===== config.mk =====
export PLATFORM = sky130hd
export DESIGN_NAME = sata_pll_pwr_seq
export DESIGN_NICKNAME = d
export VERILOG_FILES = /design/src/rtl/pllseq_pkg.sv /design/src/rtl/pllseq_timer.sv /design/src/rtl/pllseq_regs.sv /design/src/rtl/pllseq_fsm.sv /design/src/rtl/sata_pll_pwr_seq.sv
export SDC_FILE = /design/constraint.sdc
export NUM_CORES = 1
export LEC_CHECK = 0
export ABC_AREA = 1
export BUFFER_PORTS_ARGS = -buffer_cell sky130_fd_sc_hd__buf_2
export CAP_MARGIN = 40
export CORE_ASPECT_RATIO = 1.1
export CORE_UTILIZATION = 26
export CTS_BUF_LIST = sky130_fd_sc_hd__clkbuf_16
export DETAILED_ROUTE_END_ITERATION = 10
export GPL_ROUTABILITY_DRIVEN = 0
export HOLD_SLACK_MARGIN = 0.05
export PLACE_DENSITY_LB_ADDON = 0.08
export SYNTH_ARGS = -nofsm -noshare
export SYNTH_HDL_FRONTEND = slang
export SYNTH_HIERARCHICAL = 1
export SYNTH_SLANG_ARGS = --single-unit

===== constraint.sdc =====
create_clock -name clk_i -period 2.3 [get_ports clk_i]
set_input_delay 0.345 -clock clk_i [delete_from_list [all_inputs] [get_ports clk_i]]
set_output_delay 0.345 -clock clk_i [all_outputs]
set_load 0.02 [all_outputs]

===== src/rtl/pllseq_pkg.sv =====
package pllseq_pkg;
  localparam int PAD_REG_W        = 2;
  localparam int PAD_OVRD_BIT     = 1;
  localparam int PAD_IDDQ_BIT     = 0;

  localparam int PLL_REG_W        = 32;
  localparam int PLL_LOCK_BIT     = 27;
  localparam int PLL_MODE_BIT     = 24;
  localparam int PLL_PWR_OVRD_BIT = 3;
  localparam int PLL_RUN_BIT      = 1;
  localparam int PLL_IDDQ_BIT     = 0;

  typedef enum logic [3:0] {
    OP_NONE,
    OP_PAD_WAKE,
    OP_PLL_WAKE,
    OP_MODE_ON,
    OP_RUN,
    OP_HALT,
    OP_MODE_OFF,
    OP_PLL_SLEEP,
    OP_PAD_SLEEP
  } reg_op_e;

  typedef enum logic [2:0] {
    ST_IDLE,
    ST_UP_STEP,
    ST_POLL,
    ST_POLL_WAIT,
    ST_DN_WAIT
  } seq_state_e;
endpackage


===== src/rtl/pllseq_timer.sv =====
module pllseq_timer #(
  parameter int WAIT_CYCLES = 10000
) (
  input  logic clk_i,
  input  logic rst_ni,
  input  logic load_i,
  output logic zero_o
);
  localparam int TW = (WAIT_CYCLES > 1) ? $clog2(WAIT_CYCLES) : 1;
  localparam logic [TW-1:0] RELOAD = TW'(WAIT_CYCLES - 1);

  logic [TW-1:0] cnt_q;

  always_ff @(posedge clk_i or negedge rst_ni) begin
    if (!rst_ni)           cnt_q <= '0;
    else if (load_i)       cnt_q <= RELOAD;
    else if (cnt_q != '0)  cnt_q <= cnt_q - 1'b1;
  end

  assign zero_o = (cnt_q == '0);
endmodule


===== src/rtl/pllseq_regs.sv =====
module pllseq_regs
  import pllseq_pkg::*;
(
  input  logic                 clk_i,
  input  logic                 rst_ni,
  input  reg_op_e              op_i,
  input  logic                 lock_i,
  output logic [PAD_REG_W-1:0] pad_o,
  output logic [PLL_REG_W-1:0] pll_o
);
  logic pad_ovrd_q, pad_iddq_q;
  logic pwr_ovrd_q, pll_iddq_q, mode_q, run_q;

  always_ff @(posedge clk_i or negedge rst_ni) begin
    if (!rst_ni) begin
      pad_ovrd_q <= 1'b1;
      pad_iddq_q <= 1'b1;
      pwr_ovrd_q <= 1'b1;
      pll_iddq_q <= 1'b1;
      mode_q     <= 1'b0;
      run_q      <= 1'b0;
    end else begin
      unique case (op_i)
        OP_PAD_WAKE:  begin pad_ovrd_q <= 1'b0; pad_iddq_q <= 1'b0; end
        OP_PLL_WAKE:  begin pwr_ovrd_q <= 1'b0; pll_iddq_q <= 1'b0; end
        OP_MODE_ON:   mode_q <= 1'b1;
        OP_RUN:       run_q  <= 1'b1;
        OP_HALT:      run_q  <= 1'b0;
        OP_MODE_OFF:  mode_q <= 1'b0;
        OP_PLL_SLEEP: begin pwr_ovrd_q <= 1'b1; pll_iddq_q <= 1'b1; end
        OP_PAD_SLEEP: begin pad_ovrd_q <= 1'b1; pad_iddq_q <= 1'b1; end
        default: ;
      endcase
    end
  end

  always_comb begin
    pad_o               = '0;
    pad_o[PAD_OVRD_BIT] = pad_ovrd_q;
    pad_o[PAD_IDDQ_BIT] = pad_iddq_q;
    pll_o                   = '0;
    pll_o[PLL_LOCK_BIT]     = lock_i;
    pll_o[PLL_MODE_BIT]     = mode_q;
    pll_o[PLL_PWR_OVRD_BIT] = pwr_ovrd_q;
    pll_o[PLL_RUN_BIT]      = run_q;
    pll_o[PLL_IDDQ_BIT]     = pll_iddq_q;
  end
endmodule


===== src/rtl/pllseq_fsm.sv =====
module pllseq_fsm
  import pllseq_pkg::*;
#(
  parameter int POLL_INIT = 100
) (
  input  logic    clk_i,
  input  logic    rst_ni,
  input  logic    start_up_i,
  input  logic    start_down_i,
  input  logic    lock_i,
  input  logic    tmr_zero_i,
  output logic    tmr_load_o,
  output reg_op_e op_o,
  output logic    busy_o,
  output logic    done_o,
  output logic    timeout_o
);
  localparam int PW = (POLL_INIT > 0) ? $clog2(POLL_INIT + 1) : 1;
  localparam logic [PW-1:0] POLL_START = PW'(POLL_INIT);

  seq_state_e    state_q, state_d;
  logic [1:0]    step_q, step_d;
  logic [PW-1:0] poll_q, poll_d;
  logic          done_d, to_d;
  logic          done_q, to_q;

  always_comb begin
    state_d    = state_q;
    step_d     = step_q;
    poll_d     = poll_q;
    op_o       = OP_NONE;
    tmr_load_o = 1'b0;
    done_d     = 1'b0;
    to_d       = 1'b0;
    unique case (state_q)
      ST_IDLE: begin
        if (start_up_i) begin            // up wins over down
          op_o    = OP_PAD_WAKE;
          step_d  = 2'd1;
          state_d = ST_UP_STEP;
        end else if (start_down_i) begin
          op_o       = OP_HALT;
          step_d     = 2'd0;
          tmr_load_o = 1'b1;
          state_d    = ST_DN_WAIT;
        end
      end
      ST_UP_STEP: begin
        step_d = 2'(step_q + 2'd1);
        unique case (step_q)
          2'd1:    op_o = OP_PLL_WAKE;
          2'd2:    op_o = OP_MODE_ON;
          default: begin
            op_o    = OP_RUN;
            poll_d  = POLL_START;
            state_d = ST_POLL;
          end
        endcase
      end
      ST_POLL: begin
        if (lock_i) begin
          done_d  = 1'b1;
          to_d    = (poll_q == '0);   // lock at last count still fails
          state_d = ST_IDLE;
        end else begin
          tmr_load_o = 1'b1;
          state_d    = ST_POLL_WAIT;
        end
      end
      ST_POLL_WAIT: begin
        if (tmr_zero_i) begin
          if (poll_q == '0) begin
            done_d  = 1'b1;
            to_d    = 1'b1;
            state_d = ST_IDLE;
          end else begin
            poll_d  = poll_q - 1'b1;
            state_d = ST_POLL;
          end
        end
      end
      ST_DN_WAIT: begin
        if (tmr_zero_i) begin
          if (step_q == 2'd3) begin
            done_d  = 1'b1;
            state_d = ST_IDLE;
          end else begin
            step_d     = 2'(step_q + 2'd1);
            tmr_load_o = 1'b1;
            unique case (step_q)
              2'd0:    op_o = OP_MODE_OFF;
              2'd1:    op_o = OP_PLL_SLEEP;
              default: op_o = OP_PAD_SLEEP;
            endcase
          end
        end
      end
      default: state_d = ST_IDLE;
    endcase
  end

  always_ff @(posedge clk_i or negedge rst_ni) begin
    if (!rst_ni) begin
      state_q <= ST_IDLE;
      step_q  <= '0;
      poll_q  <= '0;
      done_q  <= 1'b0;
      to_q    <= 1'b0;
    end else begin
      state_q <= state_d;
      step_q  <= step_d;
      poll_q  <= poll_d;
      done_q  <= done_d;
      to_q    <= to_d;
    end
  end

  assign busy_o    = (state_q != ST_IDLE);
  assign done_o    = done_q;
  assign timeout_o = to_q;
endmodule


===== src/rtl/sata_pll_pwr_seq.sv =====
module sata_pll_pwr_seq
  import pllseq_pkg::*;
#(
  parameter int WAIT_CYCLES = 10000,
  parameter int POLL_INIT   = 100
) (
  input  logic                 clk_i,
  input  logic                 rst_ni,
  input  logic                 start_up_i,
  input  logic                 start_down_i,
  input  logic                 lock_detect_i,
  output logic [PAD_REG_W-1:0] pad_ctl_o,
  output logic [PLL_REG_W-1:0] pll_ctl_o,
  output logic                 busy_o,
  output logic                 done_o,
  output logic                 timeout_o
);
  reg_op_e op;
  logic    tmr_load, tmr_zero;

  pllseq_fsm #(.POLL_INIT(POLL_INIT)) u_fsm (
    .clk_i        (clk_i),
    .rst_ni       (rst_ni),
    .start_up_i   (start_up_i),
    .start_down_i (start_down_i),
    .lock_i       (lock_detect_i),
    .tmr_zero_i   (tmr_zero),
    .tmr_load_o   (tmr_load),
    .op_o         (op),
    .busy_o       (busy_o),
    .done_o       (done_o),
    .timeout_o    (timeout_o)
  );

  pllseq_timer #(.WAIT_CYCLES(WAIT_CYCLES)) u_timer (
    .clk_i  (clk_i),
    .rst_ni (rst_ni),
    .load_i (tmr_load),
    .zero_o (tmr_zero)
  );

  pllseq_regs u_regs (
    .clk_i  (clk_i),
    .rst_ni (rst_ni),
    .op_i   (op),
    .lock_i (lock_detect_i),
    .pad_o  (pad_ctl_o),
    .pll_o  (pll_ctl_o)
  );
endmodule


==> results.py, run 1 <==
metrics = {
    "clock_tree": {
        "postCtsHoldBufs": 0,
        "cts_buffer_depth": 2,
        "cts_htree_levels": 2,
        "numClockSinks": 32,
        "cts_buffers": 5,
        "clock-root-buffer": "clkbuf_16",
        "clkTransAtPathRegs_ps": 60,
        "cts_tree": "built",
        "clkLatencyLatePin_ps": 280,
    },
    "sta": {
        "slew_headroom": 0.488,
        "slew_violations": 0,
        "final_hold_viol_count": 0,
        "fin_crit_sh": 0.903,
        "rsz0062_at_grt": "no",
        "worst_pin_slew_ps": 767,
        "fin_skew_ps": 7.07,
        "setup_viol": 0,
        "post-route-min-period_ps": 2080,
        "tns_ps": 0,
        "max_freq_mhz": 482,
    },
    "pwr": {
        "pwr-share-clk": 0.191,
        "power_switching_w": 0.00156,
        "ir_drop_mv": 0.472,
        "intPower_w": 0.00171,
        "swShare": 0.477,
        "seq_power_share": 0.297,
        "p_total_w": 0.00328,
        "p_leak_nw": 1.34,
        "power.density_nw_per_um2": 1260,
        "p_comb_frac": 0.512,
    },
    "global_route": {
        "grt_pass1_vias": 1835,
        "grt_max_degree": 33,
        "grt.total_usage": 0.121,
        "antenna_found_initial": 0,
        "gr-total-overflow": 0,
        "grt_pass1_wl_um": 8780,
    },
    "floorplanning": {
        "row_count": 35,
        "core_um2": 8580,
        "io_pins": 42,
        "die_w_um": 92.6,
        "start_util": 0.273,
        "dieArea_um2": 9410,
        "fp.dieH_um": 102,
    },
    "flow_run": {
        "cap_viol_max_count": 0,
    },
    "outcome": {
        "status": "complete, no violations",
    },
    "setup_path": {
        "crit_fanout": 5,
        "end_kind": "register",
        "worst_ep_arrival_time_ps": 2240,
        "start_kind": "register",
        "cp.required_ps": 2460,
        "crit_type": "reg2reg",
    },
    "yosys": {
        "synth_seq_cells": 32,
        "synth_cells": 327,
        "yosysWarnings": 6,
        "synthArstFlopShare": 1.00,
        "synth_cell_types": 27,
        "synth-edff-count": 0,
        "synth_area_um2": 2350,
        "syn_avg_cell_area_um2": 7.17,
        "ys.flop_type": "dfrtp_1",
        "seq_area_frac_synth": 0.342,
    },
    "detailed_routing": {
        "vias": 1898,
        "first_pass_iters": 4,
        "routed_wirelength_um": 5040,
        "drt_iter0_drc": 68,
        "vias_per_cell": 4.15,
        "postRouteAntennaNets": 0,
        "drc": 0,
        "routedWlPerCell_um": 11.0,
    },
    "finish": {
        "area_growth_pct": 10.9,
        "insertedDiodeCount": 0,
        "drive_gt1_frac": 0.179,
        "nets": 357,
    },
    "place": {
        "place.detailed.hpwl_um": 3840,
        "port_buffers": 14,
    },
    "worst_hold_path": {
        "worst_hold_path_type": "in2async",
    },
}
[cell families after synthesis]
group                    count (synthesis)  synth area share
adder cells (fa/ha/maj)                  7            0.0373
other                                    1           0.00160
flip-flops                              32             0.342
AND/OR/NAND/NOR                        184             0.370
buffers and inverters                   77             0.178
AO/OA/AOI/OAI                           25            0.0672
XOR/XNOR                                 1           0.00373
[layout by cell type, fill, tap and decap left out, drive strengths merged]
cell	instances
nand3b	2
clkinv	2
o211ai	3
buf	19
o21bai	1
dfstp	2
a21oi	7
nand2	91
nand3	37
o21ai	13
o31ai	1
nor2	47
ha	7
dfrtp	30
clkbuf	5
conb	27
xnor2	1
inv	44
nand4	7
[final timing paths]
kind / from / slack, ps / depth (start not counted) / to
setup / recovery: u_timer/cnt_q[1] / 220 / 15 / u_regs/mode_q
setup reg to reg: u_timer/cnt_q[1] / 220 / 15 / u_regs/mode_q
hold / removal: rst_ni / 150 / 1 / u_timer/cnt_q[11]
max in group asynchronous: rst_ni / 1620 / 1 / u_timer/cnt_q[3]
min in group clk_i: lock_detect_i / 360 / 3 / u_fsm/done_o
hold reg to reg: u_regs/pad_iddq_q / 470 / 2 / u_regs/pad_iddq_q
[flip-flops by register name (all words and copies together) (netlist names)]
signal and count:
u_timer/cnt_q 14, u_fsm/poll_q 7, u_fsm/state_q 3, u_fsm/step_q 2
u_fsm/done_o 1, u_fsm/timeout_o 1, u_regs/mode_q 1, u_regs/pad_iddq_q 1
u_regs/pll_iddq_q 1, u_regs/run_q 1
[layout make-up]
type	instances	area, µm²
Fill cell	957	5980
Multi-Input combinational cell	244	1250
Sequential cell	32	805
Inverter	43	161
Tap cell	111	139
Clock buffer	5	125
Timing Repair Buffer	19	108
Clock inverter	3	11.3
[repair_timing]
| item | 4_1_cts | 5_1_grt |
|---|---|---|
| setup buffers | 0 | 2 |
| resized for setup | 0 | 9 |
| hold endpoints to repair | 0 | 0 |
| setup endpoints to repair | 0 | 10 |
[cells in the mapped netlist, types with 3 or more instances]
library cell	number	area share
nand2_1	85	0.14
inv_1	37	0.059
nor2_1	37	0.059
buf_4	34	0.11
nand3_1	34	0.073
dfrtp_1	30	0.32
o21ai_0	8	0.017
a21oi_1	7	0.015
ha_1	7	0.037
nand4_1	7	0.019
inv_2	6	0.0096
nor2_2	6	0.016
o21ai_2	4	0.015
nand2_2	3	0.0080
nand2_4	3	0.014
nor2_4	3	0.014
o211ai_1	3	0.0096
[worst max-delay path, cell delays in order (launching register included)]
cell and delay [ps]:
dfrtp_1 370, inv_2 100, ha_4 150, nand2_4 70, nor2_8 150, nand2_2 70
inv_1 70, inv_1 110, nor2_4 150, o211ai_1 120, o211ai_1 160, inv_1 130
nor2_4 150, nand2_1 60, nand2_1 50, nand2_1 50
[per-layer routing]
layer  up-vias  GRT usage  wire [µm]
li1       1007          -          -
met1       857      0.155       2440
met2        30      0.198       2390
met3         4     0.0270        149
met4         0     0.0505         64
met5         -          0          0
[power groups by stage]
| stage | registers [W] | clock network [W] | logic [W] |
|---|---|---|---|
| finish | 0.000973 | 0.000627 | 0.00168 |
| global route | 0.00101 | 0.000681 | 0.00193 |
| CTS | 0.000970 | 0.000657 | 0.00164 |
| detailed placement | 0.000979 | 0 | 0.00163 |
| global placement | 0.000986 | 0 | 0.00164 |
| floorplan | 0.000932 | 0 | 0.00135 |
[stage by stage]
stage	util	instance area [µm²]	instances	hold WS [ps]	worst slack, ps
detailed placement	0.282	2420	447	457	84.3
global route	0.303	2600	457	220	15.7
global placement	0.282	2420	447	458	182
floorplan	-	2440	353	49.4	182
CTS	0.298	2560	455	179	67.5
finish	0.303	2600	457	147	224
No activity file was read; power rests on OpenSTA's default activity.
==> run 2, diff against run 1 <==
Settings changed: REMOVE_ABC_BUFFERS set to 1, SLEW_MARGIN set to 20.
==> run 2 against run 1 <==
Against the previous run:
- via count rose by 1.8%
- first-iteration DRC count rose by 1.5%
- sequential share of layout area fell by 0.28 points
- cell count fell by 0.22%
- largest power group unchanged
==> results.py, run 2 (same netlist as run 1, synthesis figures left out) <==
metrics = {
    "outcome": {
        "status": "complete, no violations",
    },
    "global_route": {
        "gr-total-overflow": 0,
        "grt_max_degree": 33,
        "grt_pass1_wl_um": 8690,
        "antenna_found_initial": 0,
        "grt.total_usage": 0.119,
        "grt_pass1_vias": 1843,
    },
    "clock_tree": {
        "numClockSinks": 32,
        "clkTransAtPathRegs_ps": 50,
        "cts_tree": "built",
        "clock-root-buffer": "clkbuf_16",
        "post_cts_buffers": 0,
        "clkLatencyLatePin_ps": 270,
        "cts_htree_levels": 2,
        "cts_buffers": 5,
        "cts_buffer_depth": 2,
    },
    "pwr": {
        "swShare": 0.479,
        "pwr-share-clk": 0.193,
        "p_leak_nw": 1.36,
        "p_total_w": 0.00324,
        "ir_drop_mv": 0.442,
        "seq_power_share": 0.300,
        "power.density_nw_per_um2": 1240,
        "intPower_w": 0.00169,
        "power_switching_w": 0.00155,
        "p_comb_frac": 0.507,
    },
    "flow_run": {
        "cap_viol_max_count": 0,
    },
    "finish": {
        "drive_gt1_frac": 0.177,
        "insertedDiodeCount": 0,
        "area_growth_pct": 11.8,
        "fill_cells": 961,
        "layout_commonest_cell": "nand2_1",
        "final_cell_mix": "nand2_1 (85), nor2_1 (35), inv_1 (34), nand3_1 (34), dfrtp_1 (30)",
        "reg_top3": "u_timer/cnt_q: 14 flops, u_fsm/poll_q: 7 flops, u_fsm/state_q: 3 flops",
        "nets": 357,
        "regMostFlops": "u_timer/cnt_q",
        "largest_reg_flops": 14,
    },
    "sta": {
        "slew_violations": 0,
        "setup_viol": 0,
        "tns_ps": 0,
        "fin_skew_ps": 5.73,
        "final_hold_viol_count": 0,
        "fin_ws_ps": 290,
        "fin_crit_sh": 0.874,
        "max_freq_mhz": 497,
        "post-route-min-period_ps": 2010,
        "rsz0062_at_grt": "no",
    },
    "floorplanning": {
        "die_w_um": 92.6,
        "fp.dieH_um": 102,
        "core_um2": 8580,
        "start_util": 0.273,
        "row_count": 35,
        "io_pins": 42,
        "dieArea_um2": 9410,
    },
    "place": {
        "port_buffers": 14,
        "dp_slack_ps": 31.4,
        "place.detailed.hpwl_um": 3740,
    },
    "detailed_routing": {
        "first_pass_iters": 4,
        "drt_iter0_drc": 69,
        "vias_per_cell": 4.24,
        "vias": 1932,
        "routed-wl-met3_um": 125,
        "routed_wirelength_um": 4980,
        "routedWlPerCell_um": 10.9,
        "drc": 0,
        "top_layer": "met4",
        "postRouteAntennaNets": 0,
        "met1_length_um": 2440,
        "met2_length_um": 2360,
    },
    "setup_path": {
        "crit_fanout": 5,
        "regToRegStartpoint": "u_timer/cnt_q[0]",
        "reg2reg_depth": 15,
        "crit_type": "reg2reg",
        "start_kind": "register",
        "end_kind": "register",
        "crit_start": "u_timer/cnt_q[0]",
        "cp.required_ps": 2460,
        "worst_ep_arrival_time_ps": 2170,
    },
    "worst_hold_path": {
        "hold_start": "lock_detect_i",
        "worst_hold_path_type": "in2reg",
        "min_path_cells": 3,
    },
}
==> run 2: metrics by stage <==
stage	utilization	std cells	area, µm²	hold slack [ps]
floorplan	-	319	2190	49.4
detailed placement	0.282	447	2420	461
global route	0.306	456	2620	420
global placement	0.282	447	2420	458
CTS	0.297	454	2550	188
finish	0.306	456	2620	392
==> run 2: power by group through the flow <==
stage	registers, W	clock network [W]	logic (W)
after detailed placement	0.000976	0	0.00163
after CTS	0.000968	0.000654	0.00164
after global routing	0.00101	0.000671	0.00191
final	0.000972	0.000626	0.00165
after floorplan	0.000965	0	0.00124
after global placement	0.000983	0	0.00165
==> run 2: layout make-up <==
type                    count  area, µm²  area share
clock inverters             2       7.51     0.00286
repair buffers             19        130      0.0496
inverters                  43        161      0.0615
well taps                 111        139      0.0530
flip-flops and latches     32        803       0.306
multi-input cells         244       1260       0.479
clock buffers               5        125      0.0477
==> run 2: layer usage <==
layer | track usage | up-vias
met5 | 0 | -
met4 | 0.0397 | 0
met3 | 0.0248 | 4
met2 | 0.201 | 36
met1 | 0.151 | 884
li1 | - | 1008
==> run 2: what timing repair did <==
item	4_1_cts	5_1_grt
gates resized for setup	0	10
setup endpoints to repair	0	12
endpoints found under the hold margin	0	12
hold buffers	0	1
==> run 2: worst max-delay path, stage by stage (launching register included) <==
cell and delay [ps]:
dfrtp_1 370, inv_2 120, ha_4 160, nand2_4 70, nor2_8 160, nand2_4 90
inv_2 70, inv_2 60, nor2_4 130, o211ai_1 110, o211ai_1 160, inv_1 130
nor2_4 120, nand2_1 60, nand2_1 50, nand2_1 40
==> run 2: final timing paths <==
path | endpoint | slack [ps]
worst max-delay path | u_regs/run_q | 290
worst min-delay path | u_fsm/done_o | 390
worst max register to register | u_regs/run_q | 290
worst min register to register | u_regs/pll_iddq_q | 470
max in group asynchronous | u_fsm/state_q[0] | 1330
min in group asynchronous | u_timer/cnt_q[11] | 540
